### src/rtl/ring_dma_pkg.sv
package ring_dma_pkg;

    // Register byte offsets; software decodes these.
    localparam logic [7:0] OFS_CMD    = 8'h00;
    localparam logic [7:0] OFS_STATUS = 8'h0C;
    localparam logic [7:0] OFS_ISR    = 8'h10;
    localparam logic [7:0] OFS_ICLR   = 8'h1C;
    localparam logic [7:0] OFS_CTRL   = 8'h24;
    localparam logic [7:0] OFS_CFG    = 8'h28;
    localparam logic [7:0] OFS_SRC    = 8'h34;
    localparam logic [7:0] OFS_DST    = 8'h3C;
    localparam logic [7:0] OFS_TC     = 8'h44;
    localparam logic [7:0] OFS_PROG   = 8'h54;

    // Field positions
    localparam int CTRL_DIR_LSB  = 12;
    localparam int CTRL_MODE_LSB = 8;
    localparam int CTRL_FLOW_BIT = 1;
    localparam int CTRL_HOLD_BIT = 0;
    localparam int CFG_TXPER_LSB = 28;
    localparam int CFG_RXPER_LSB = 24;
    localparam int CFG_BURST_LSB = 20;
    localparam int TC_LSB        = 2;

    // Direction codes
    localparam logic [3:0] DIR_P2M = 4'd2;
    localparam logic [3:0] DIR_M2P = 4'd4;

    typedef enum logic [2:0] {
        S_IDLE,
        S_MEM_RD,
        S_PERI_TX,
        S_PERI_RX,
        S_MEM_WR,
        S_PAUSED
    } chan_state_e;

endpackage

### src/rtl/ring_dma_regs.sv
module ring_dma_regs
    import ring_dma_pkg::*;
#(
    parameter int LEN_W   = 28,
    parameter int PER_W   = 3,
    parameter int BURST_W = 4,
    parameter int PROG_W  = 16
) (
    input  logic               clk,
    input  logic               rst_n,
    input  logic               reg_we,
    input  logic [7:0]         reg_addr,
    input  logic [31:0]        reg_wdata,
    output logic [31:0]        reg_rdata,
    input  logic               busy,
    input  logic               paused,
    input  logic               period_done,
    input  logic [PROG_W-1:0]  progress,
    output logic               start,
    output logic               run,
    output logic               pause_req,
    output logic               flow_en,
    output logic               dir_m2p,
    output logic [31:0]        base,
    output logic [LEN_W-1:0]   period_words,
    output logic [PER_W-1:0]   last_period,
    output logic [BURST_W-1:0] burst_m1,
    output logic               irq
);

    logic               run_q, hold_q, flow_q, isr_q;
    logic [1:0]         mode_q;
    logic [3:0]         dir_q;
    logic [PER_W-1:0]   txper_q, rxper_q;
    logic [BURST_W-1:0] burst_q;
    logic [LEN_W-1:0]   tc_q;
    logic [29:0]        src_q, dst_q;
    logic               cfg_ok, wr_cmd;

    assign cfg_ok = ((dir_q == DIR_M2P) || (dir_q == DIR_P2M)) && (tc_q != '0);
    assign wr_cmd = reg_we && (reg_addr == OFS_CMD);
    assign start  = wr_cmd && reg_wdata[0] && cfg_ok && !busy;

    always_ff @(posedge clk or negedge rst_n) begin
        if (!rst_n) begin
            run_q   <= 1'b0;
            hold_q  <= 1'b0;
            flow_q  <= 1'b0;
            mode_q  <= '0;
            dir_q   <= '0;
            txper_q <= '0;
            rxper_q <= '0;
            burst_q <= '0;
            tc_q    <= '0;
            src_q   <= '0;
            dst_q   <= '0;
        end else if (reg_we) begin
            case (reg_addr)
                OFS_CMD:  run_q <= reg_wdata[0] && (cfg_ok || busy);
                OFS_CTRL: begin
                    dir_q  <= reg_wdata[CTRL_DIR_LSB +: 4];
                    mode_q <= reg_wdata[CTRL_MODE_LSB +: 2];
                    flow_q <= reg_wdata[CTRL_FLOW_BIT];
                    hold_q <= reg_wdata[CTRL_HOLD_BIT];
                end
                OFS_CFG: begin
                    txper_q <= reg_wdata[CFG_TXPER_LSB +: PER_W];
                    rxper_q <= reg_wdata[CFG_RXPER_LSB +: PER_W];
                    burst_q <= reg_wdata[CFG_BURST_LSB +: BURST_W];
                end
                OFS_TC:  tc_q  <= reg_wdata[TC_LSB +: LEN_W];
                OFS_SRC: src_q <= reg_wdata[31:2];
                OFS_DST: dst_q <= reg_wdata[31:2];
                default: ;
            endcase
        end
    end

    // A set in the same cycle as a clear wins.
    always_ff @(posedge clk or negedge rst_n) begin
        if (!rst_n)
            isr_q <= 1'b0;
        else if (period_done)
            isr_q <= 1'b1;
        else if (reg_we && (reg_addr == OFS_ICLR) && reg_wdata[0])
            isr_q <= 1'b0;
    end

    always_comb begin
        reg_rdata = '0;
        case (reg_addr)
            OFS_CMD:    reg_rdata[0] = run_q;
            OFS_STATUS: reg_rdata[1:0] = {paused, busy};
            OFS_ISR:    reg_rdata[0] = isr_q;
            OFS_CTRL: begin
                reg_rdata[CTRL_DIR_LSB +: 4]  = dir_q;
                reg_rdata[CTRL_MODE_LSB +: 2] = mode_q;
                reg_rdata[CTRL_FLOW_BIT]      = flow_q;
                reg_rdata[CTRL_HOLD_BIT]      = hold_q;
            end
            OFS_CFG: begin
                reg_rdata[CFG_TXPER_LSB +: PER_W]   = txper_q;
                reg_rdata[CFG_RXPER_LSB +: PER_W]   = rxper_q;
                reg_rdata[CFG_BURST_LSB +: BURST_W] = burst_q;
            end
            OFS_TC:   reg_rdata[TC_LSB +: LEN_W] = tc_q;
            OFS_SRC:  reg_rdata = {src_q, 2'b00};
            OFS_DST:  reg_rdata = {dst_q, 2'b00};
            OFS_PROG: reg_rdata[PROG_W-1:0] = progress;
            default:  reg_rdata = '0;
        endcase
    end

    assign run          = run_q;
    assign pause_req    = hold_q;
    assign flow_en      = flow_q;
    assign dir_m2p      = (dir_q == DIR_M2P);
    assign base         = dir_m2p ? {src_q, 2'b00} : {dst_q, 2'b00};
    assign period_words = tc_q;
    assign last_period  = dir_m2p ? txper_q : rxper_q;
    assign burst_m1     = burst_q;
    assign irq          = isr_q;

endmodule

### src/rtl/ring_dma_seq.sv
module ring_dma_seq
    import ring_dma_pkg::*;
#(
    parameter int DW      = 32,
    parameter int LEN_W   = 28,
    parameter int PER_W   = 3,
    parameter int BURST_W = 4,
    parameter int PROG_W  = 16
) (
    input  logic               clk,
    input  logic               rst_n,
    input  logic               start,
    input  logic               run,
    input  logic               pause_req,
    input  logic               flow_en,
    input  logic               dir_m2p,
    input  logic [31:0]        base,
    input  logic [LEN_W-1:0]   period_words,
    input  logic [PER_W-1:0]   last_period,
    input  logic [BURST_W-1:0] burst_m1,
    output logic               busy,
    output logic               paused,
    output logic               period_done,
    output logic [PROG_W-1:0]  progress,
    output logic               mem_req,
    output logic               mem_we,
    output logic [31:0]        mem_addr,
    output logic [DW-1:0]      mem_wdata,
    input  logic               mem_gnt,
    input  logic [DW-1:0]      mem_rdata,
    output logic               tx_valid,
    input  logic               tx_ready,
    output logic [DW-1:0]      tx_data,
    input  logic               rx_valid,
    output logic               rx_ready,
    input  logic [DW-1:0]      rx_data
);

    localparam logic [31:0] WORD_BYTES = 32'd4;

    chan_state_e        state_q, state_d, resume_st, after_word;
    logic               m2p_q;
    logic [31:0]        base_q, addr_q;
    logic [LEN_W-1:0]   plen_q, word_q;
    logic [PER_W-1:0]   lastp_q, per_q;
    logic [BURST_W-1:0] burst_q, beat_q;
    logic [PROG_W-1:0]  prog_q;
    logic [DW-1:0]      hold_q;
    logic               word_done, last_word, at_edge;

    always_comb begin
        word_done   = ((state_q == S_PERI_TX) && (tx_ready || !flow_en)) ||
                      ((state_q == S_MEM_WR) && mem_gnt);
        last_word   = (word_q == plen_q - 1'b1);
        at_edge     = word_done && (last_word || (beat_q == burst_q));
        period_done = word_done && last_word;
        resume_st   = m2p_q ? S_MEM_RD : S_PERI_RX;
        if (!at_edge)       after_word = resume_st;
        else if (!run)      after_word = S_IDLE;
        else if (pause_req) after_word = S_PAUSED;
        else                after_word = resume_st;
    end

    always_comb begin
        state_d = state_q;
        unique case (state_q)
            S_IDLE:    if (start) state_d = dir_m2p ? S_MEM_RD : S_PERI_RX;
            S_MEM_RD:  if (mem_gnt) state_d = S_PERI_TX;
            S_PERI_TX: if (word_done) state_d = after_word;
            S_PERI_RX: if (rx_valid || !flow_en) state_d = S_MEM_WR;
            S_MEM_WR:  if (word_done) state_d = after_word;
            S_PAUSED: begin
                if (!run)            state_d = S_IDLE;
                else if (!pause_req) state_d = resume_st;
            end
            default:   state_d = S_IDLE;
        endcase
    end

    // State register
    always_ff @(posedge clk or negedge rst_n) begin
        if (!rst_n) state_q <= S_IDLE;
        else        state_q <= state_d;
    end

    // Ring position, captured settings and data holding register
    always_ff @(posedge clk or negedge rst_n) begin
        if (!rst_n) begin
            m2p_q   <= 1'b0;
            base_q  <= '0;
            addr_q  <= '0;
            plen_q  <= '0;
            word_q  <= '0;
            lastp_q <= '0;
            per_q   <= '0;
            burst_q <= '0;
            beat_q  <= '0;
            prog_q  <= '0;
            hold_q  <= '0;
        end else begin
            if ((state_q == S_IDLE) && start) begin
                m2p_q   <= dir_m2p;
                base_q  <= base;
                addr_q  <= base;
                plen_q  <= period_words;
                lastp_q <= last_period;
                burst_q <= burst_m1;
                word_q  <= '0;
                per_q   <= '0;
                beat_q  <= '0;
                prog_q  <= '0;
            end
            if ((state_q == S_MEM_RD) && mem_gnt)
                hold_q <= mem_rdata;
            if ((state_q == S_PERI_RX) && (rx_valid || !flow_en))
                hold_q <= rx_data;
            if (word_done) begin
                beat_q <= at_edge ? '0 : beat_q + 1'b1;
                if (last_word) begin
                    word_q <= '0;
                    prog_q <= prog_q + 1'b1;
                    if (per_q == lastp_q) begin
                        per_q  <= '0;
                        addr_q <= base_q;
                    end else begin
                        per_q  <= per_q + 1'b1;
                        addr_q <= addr_q + WORD_BYTES;
                    end
                end else begin
                    word_q <= word_q + 1'b1;
                    addr_q <= addr_q + WORD_BYTES;
                end
            end
        end
    end

    // Outputs from state
    always_comb begin
        mem_req   = (state_q == S_MEM_RD) || (state_q == S_MEM_WR);
        mem_we    = (state_q == S_MEM_WR);
        mem_addr  = addr_q;
        mem_wdata = hold_q;
        tx_valid  = (state_q == S_PERI_TX);
        tx_data   = hold_q;
        rx_ready  = (state_q == S_PERI_RX);
        busy      = (state_q != S_IDLE);
        paused    = (state_q == S_PAUSED);
        progress  = prog_q;
    end

endmodule

### src/rtl/ring_dma_chan.sv
module ring_dma_chan
    import ring_dma_pkg::*;
#(
    parameter int LEN_W   = 28,
    parameter int PER_W   = 3,
    parameter int BURST_W = 4,
    parameter int PROG_W  = 16
) (
    input  logic        clk,
    input  logic        rst_n,
    input  logic        reg_we,
    input  logic [7:0]  reg_addr,
    input  logic [31:0] reg_wdata,
    output logic [31:0] reg_rdata,
    output logic        irq,
    output logic        mem_req,
    output logic        mem_we,
    output logic [31:0] mem_addr,
    output logic [31:0] mem_wdata,
    input  logic        mem_gnt,
    input  logic [31:0] mem_rdata,
    output logic        tx_valid,
    input  logic        tx_ready,
    output logic [31:0] tx_data,
    input  logic        rx_valid,
    output logic        rx_ready,
    input  logic [31:0] rx_data
);

    logic               start, run, pause_req, flow_en, dir_m2p;
    logic               busy, paused, period_done;
    logic [31:0]        base;
    logic [LEN_W-1:0]   period_words;
    logic [PER_W-1:0]   last_period;
    logic [BURST_W-1:0] burst_m1;
    logic [PROG_W-1:0]  progress;

    ring_dma_regs #(
        .LEN_W(LEN_W), .PER_W(PER_W), .BURST_W(BURST_W), .PROG_W(PROG_W)
    ) u_regs (
        .clk(clk), .rst_n(rst_n),
        .reg_we(reg_we), .reg_addr(reg_addr), .reg_wdata(reg_wdata), .reg_rdata(reg_rdata),
        .busy(busy), .paused(paused), .period_done(period_done), .progress(progress),
        .start(start), .run(run), .pause_req(pause_req), .flow_en(flow_en),
        .dir_m2p(dir_m2p), .base(base), .period_words(period_words),
        .last_period(last_period), .burst_m1(burst_m1), .irq(irq)
    );

    ring_dma_seq #(
        .DW(32), .LEN_W(LEN_W), .PER_W(PER_W), .BURST_W(BURST_W), .PROG_W(PROG_W)
    ) u_seq (
        .clk(clk), .rst_n(rst_n),
        .start(start), .run(run), .pause_req(pause_req), .flow_en(flow_en),
        .dir_m2p(dir_m2p), .base(base), .period_words(period_words),
        .last_period(last_period), .burst_m1(burst_m1),
        .busy(busy), .paused(paused), .period_done(period_done), .progress(progress),
        .mem_req(mem_req), .mem_we(mem_we), .mem_addr(mem_addr), .mem_wdata(mem_wdata),
        .mem_gnt(mem_gnt), .mem_rdata(mem_rdata),
        .tx_valid(tx_valid), .tx_ready(tx_ready), .tx_data(tx_data),
        .rx_valid(rx_valid), .rx_ready(rx_ready), .rx_data(rx_data)
    );

endmodule

### config.mk
export PLATFORM = sky130hd
export DESIGN_NAME = ring_dma_chan
export DESIGN_NICKNAME = d
export VERILOG_FILES = /design/src/rtl/ring_dma_pkg.sv /design/src/rtl/ring_dma_regs.sv /design/src/rtl/ring_dma_seq.sv /design/src/rtl/ring_dma_chan.sv
export SDC_FILE = /design/constraint.sdc
export NUM_CORES = 1
export LEC_CHECK = 0
export ABC_CLOCK_PERIOD_IN_PS = 4500
export BUFFER_PORTS_ARGS = -buffer_cell sky130_fd_sc_hd__buf_2
export CAP_MARGIN = 20
export CORE_UTILIZATION = 45
export DETAILED_ROUTE_END_ITERATION = 6
export GPL_ROUTABILITY_DRIVEN = 0
export HOLD_SLACK_MARGIN = 0.12
export PLACE_DENSITY_LB_ADDON = 0.05
export SLEW_MARGIN = 20
export SYNTH_ARGS = -nofsm -noshare
export SYNTH_HDL_FRONTEND = slang
export SYNTH_HIERARCHICAL = 1
export SYNTH_SLANG_ARGS = --single-unit
### constraint.sdc
create_clock -name clk -period 4.5 [get_ports clk]
set_input_delay 0.9 -clock clk [delete_from_list [all_inputs] [get_ports clk]]
set_output_delay 0.9 -clock clk [all_outputs]
set_load 0.05 [all_outputs]
==> impl_metrics.env <==
export IMPL_setup_tns_final_ps=0
export IMPL_fmax_ghz=0.2433
export IMPL_worstPathArrival_ps=4490
export IMPL_grt_ovfl_total=0
export IMPL_critPathMaxStageDelay_ps=480
export IMPL_fin_area_um2=18720
export IMPL_hold_viol=0
export IMPL_power_density_nw_per_um2=485.3
export IMPL_ys_ff_latch=294
export IMPL_crit_buf_inv=2
export IMPL_netlist_area_um2=16090
export IMPL_fin_util_pct=53.68
export IMPL_placed_cell_area_um2=17560
export IMPL_grt_start_max_net_pins=113
export IMPL_finalWorstSetupSlack_ps=389.1
export IMPL_cts_tree="yes"
export IMPL_synth_edf_count=0
export IMPL_synth_area_leaders="dfrtp_1 46%, mux2_2 9.2%, nand2_1 7.3%, mux2i_1 4.2%, xor2_1 2.4%"
export IMPL_synth_seq_area_share_pct=45.72
export IMPL_path_clk_slew_ps=60
export IMPL_ys_flop_type="dfrtp_1"
export IMPL_status="complete, no violations"
export IMPL_worstSkewPairLatency_ps=530
export IMPL_endpoint_kind="register"
export IMPL_dieArea_um2=36520
export IMPL_rows=68
export IMPL_areaGrowthSynthToFinish_pct=16.37
export IMPL_synth_cell_types=81
export IMPL_p_total_mw=9.087
export IMPL_fin_cells=2296
export IMPL_finClkSkew_ps=23.49
export IMPL_cts_resized=0
export IMPL_cp_required_ps=4870
export IMPL_crit_path_cell_trace="inv_1, ha_1, nor3b_2, nand4_1, or3_1, o31a_1, nor4_1, o311ai_4, nor3b_4, buf_4, mux2i_1, o211ai_1"
export IMPL_grt_setup_unrepaired="no"
export IMPL_viasPerCell=5.835
export IMPL_vdd_drop_max_mv=0.5971
export IMPL_yosys_warnings=6
export IMPL_crit_type="reg -> reg"
export IMPL_n_antenna_cell=0
export IMPL_maxCapViolCount=0
export IMPL_hold_class="reg -> reg"
export IMPL_synth_avg_cell_area_um2=9.871
export IMPL_cts_buffers=35
export IMPL_tightestPinTransition_ps=1087
export IMPL_drtIter0Drc=950
export IMPL_drc=0
export IMPL_fill_cells=3216
export IMPL_slew_headroom_pct=27.51
export IMPL_cts_root_buf="clkbuf_16"
export IMPL_post_drt_wl_per_cell_um=21.56
export IMPL_hpwl_um=35200
export IMPL_htree_num_levels=2
export IMPL_cts_sinks=294
export IMPL_numPortBuffers=242
export IMPL_critPathLaunchType="register"
export IMPL_ctsLongestPathBuffers=3
export IMPL_place_inst=2232
export IMPL_core_area_um2=34880
export IMPL_postCtsSetupBuffers=0
export IMPL_period_needed_ps=4111
export IMPL_first_pass_iters=5
export IMPL_grt_pass1_vias=12914
export IMPL_fp_dieW_um=191.1
export IMPL_drt_wl_total_um=49510
export IMPL_final_layout_size_suffix_gt1_share_pct=27.65
export IMPL_grt_antenna_before_repair=2
export IMPL_crit_fanout=14
export IMPL_cpMaxStageDelayCell="nor4_1"
export IMPL_async_flop_share_pct=100.0
export IMPL_final_common_cell="nand2_1"
export IMPL_final_cell_mix="310 x nand2_1, 294 x dfrtp_1, 241 x buf_2, 131 x mux2_2, 74 x o21ai_0"
export IMPL_fin_crit_sh_pct=91.35
export IMPL_cp_top_family="simple AND/OR/NAND/NOR gates"
export IMPL_postCtsHoldBufs=0
export IMPL_start_util_pct=46.13
export IMPL_p_leak_nw=8.955
export IMPL_report_final_slew_viol_count=0
export IMPL_antenna_left=0
export IMPL_synth_largest_area_cell="dfrtp_1"
export IMPL_synthCells=1630
export IMPL_nets=1931
export IMPL_io_pins=243
export IMPL_die_h_um=191.1
export IMPL_holdWs_ps=474.2
export IMPL_groute_usage_overall_pct=27.27
export IMPL_finalSetupViolations=0
export IMPL_synth_top_area_share_pct=45.72
export IMPL_grt_pass1_wl_um=76470
export IMPL_dr_total_vias=13397
export IMPL_dp_worst_setup_slack_ps=431.1
[synth_stat cells (all sizes together) (4+ instances only)]
cell / number
nand2: 313
dfrtp: 294
mux2: 139
o21ai: 94
buf: 69
mux2i: 67
clkbuf: 65
nand3: 53
a22oi: 52
nor2: 49
xor2: 45
nor4: 35
xnor2: 31
a21oi: 28
nand4: 27
or3: 24
and3: 22
nor3: 22
o22ai: 20
inv: 19
a31oi: 18
o211ai: 17
nand2b: 11
nor4b: 10
a32oi: 8
o221ai: 7
or4: 7
a22o: 6
and4: 6
ha: 6
o31ai: 6
and2: 5
a21o: 4
nand3b: 4
[power breakdown]
part	switching [mW]	leakage, nW	internal [mW]
clock	1.14	0.570	1.70
sequential	0.262	3.99	2.89
combinational	2.32	4.39	0.778
total	3.72	8.96	5.37
[flip-flops by register name, indices dropped and copies added (netlist names), 16 cells and up]
name,flops
u_seq/mem_addr,32
u_seq/word_q,28
u_seq/plen_q,28
u_seq/mem_wdata,32
u_regs/src_q,30
u_seq/base_q,32
u_regs/dst_q,30
u_seq/progress,16
u_regs/period_words,28
[kinds of logic after synthesis]
kind of cell,count (synthesis),synth area share [%]
xor+xnor,76,4.137
buf+inv,153,5.016
fa+ha+maj,6,0.4666
flops,294,45.72
simple gates,605,18.76
mux,207,14.22
compound gates,288,11.66
other cells,1,0.02331
[tightest hold or removal path, stage by stage (launching register included)]
cell     delay (ps)
dfrtp_1         340
nand2_1          50
nand2_1          50
[final timing paths]
path                                               from                       endpoint  slack (ps)  depth (start not counted)
max                         u_seq/plen_q[0]$_DFFE_PN0P_  u_seq/mem_addr[8]$_DFFE_PN0P_         390                         12
min                        u_seq/base_q[31]$_DFFE_PN0P_   u_seq/base_q[31]$_DFFE_PN0P_         470                          2
max reg2reg                 u_seq/plen_q[0]$_DFFE_PN0P_  u_seq/mem_addr[8]$_DFFE_PN0P_         390                         12
min reg2reg                u_seq/base_q[31]$_DFFE_PN0P_   u_seq/base_q[31]$_DFFE_PN0P_         470                          2
max in group asynchronous                         rst_n  u_regs/rxper_q[0]$_DFFE_PN0P_        2940                          2
min in group asynchronous                         rst_n    u_seq/word_q[4]$_DFFE_PN0P_         490                          1
[area by class of cell]
class	instances	area (um^2)	share of cell area, %
multi-input combinational	1184	8013	42.79
sequential	294	7357	39.29
timing repair buffer	281	1562	8.339
clock buffer	57	1079	5.760
tap	455	569.3	3.040
clock inverter	6	73.82	0.3943
inverter	19	71.32	0.3809
[layer usage]
metal	vias to the layer above	share of wire, %	wire length, um	global-route usage [%]
met3	95	5.8	2878	3.690
met4	4	3.8	1906	10.47
met5	-	0.046	23	0
li1	6214	-	-	-
met2	470	47	23170	44.30
met1	6614	43	21530	36.89
Note: power is estimated with default switching activity, not from simulation.
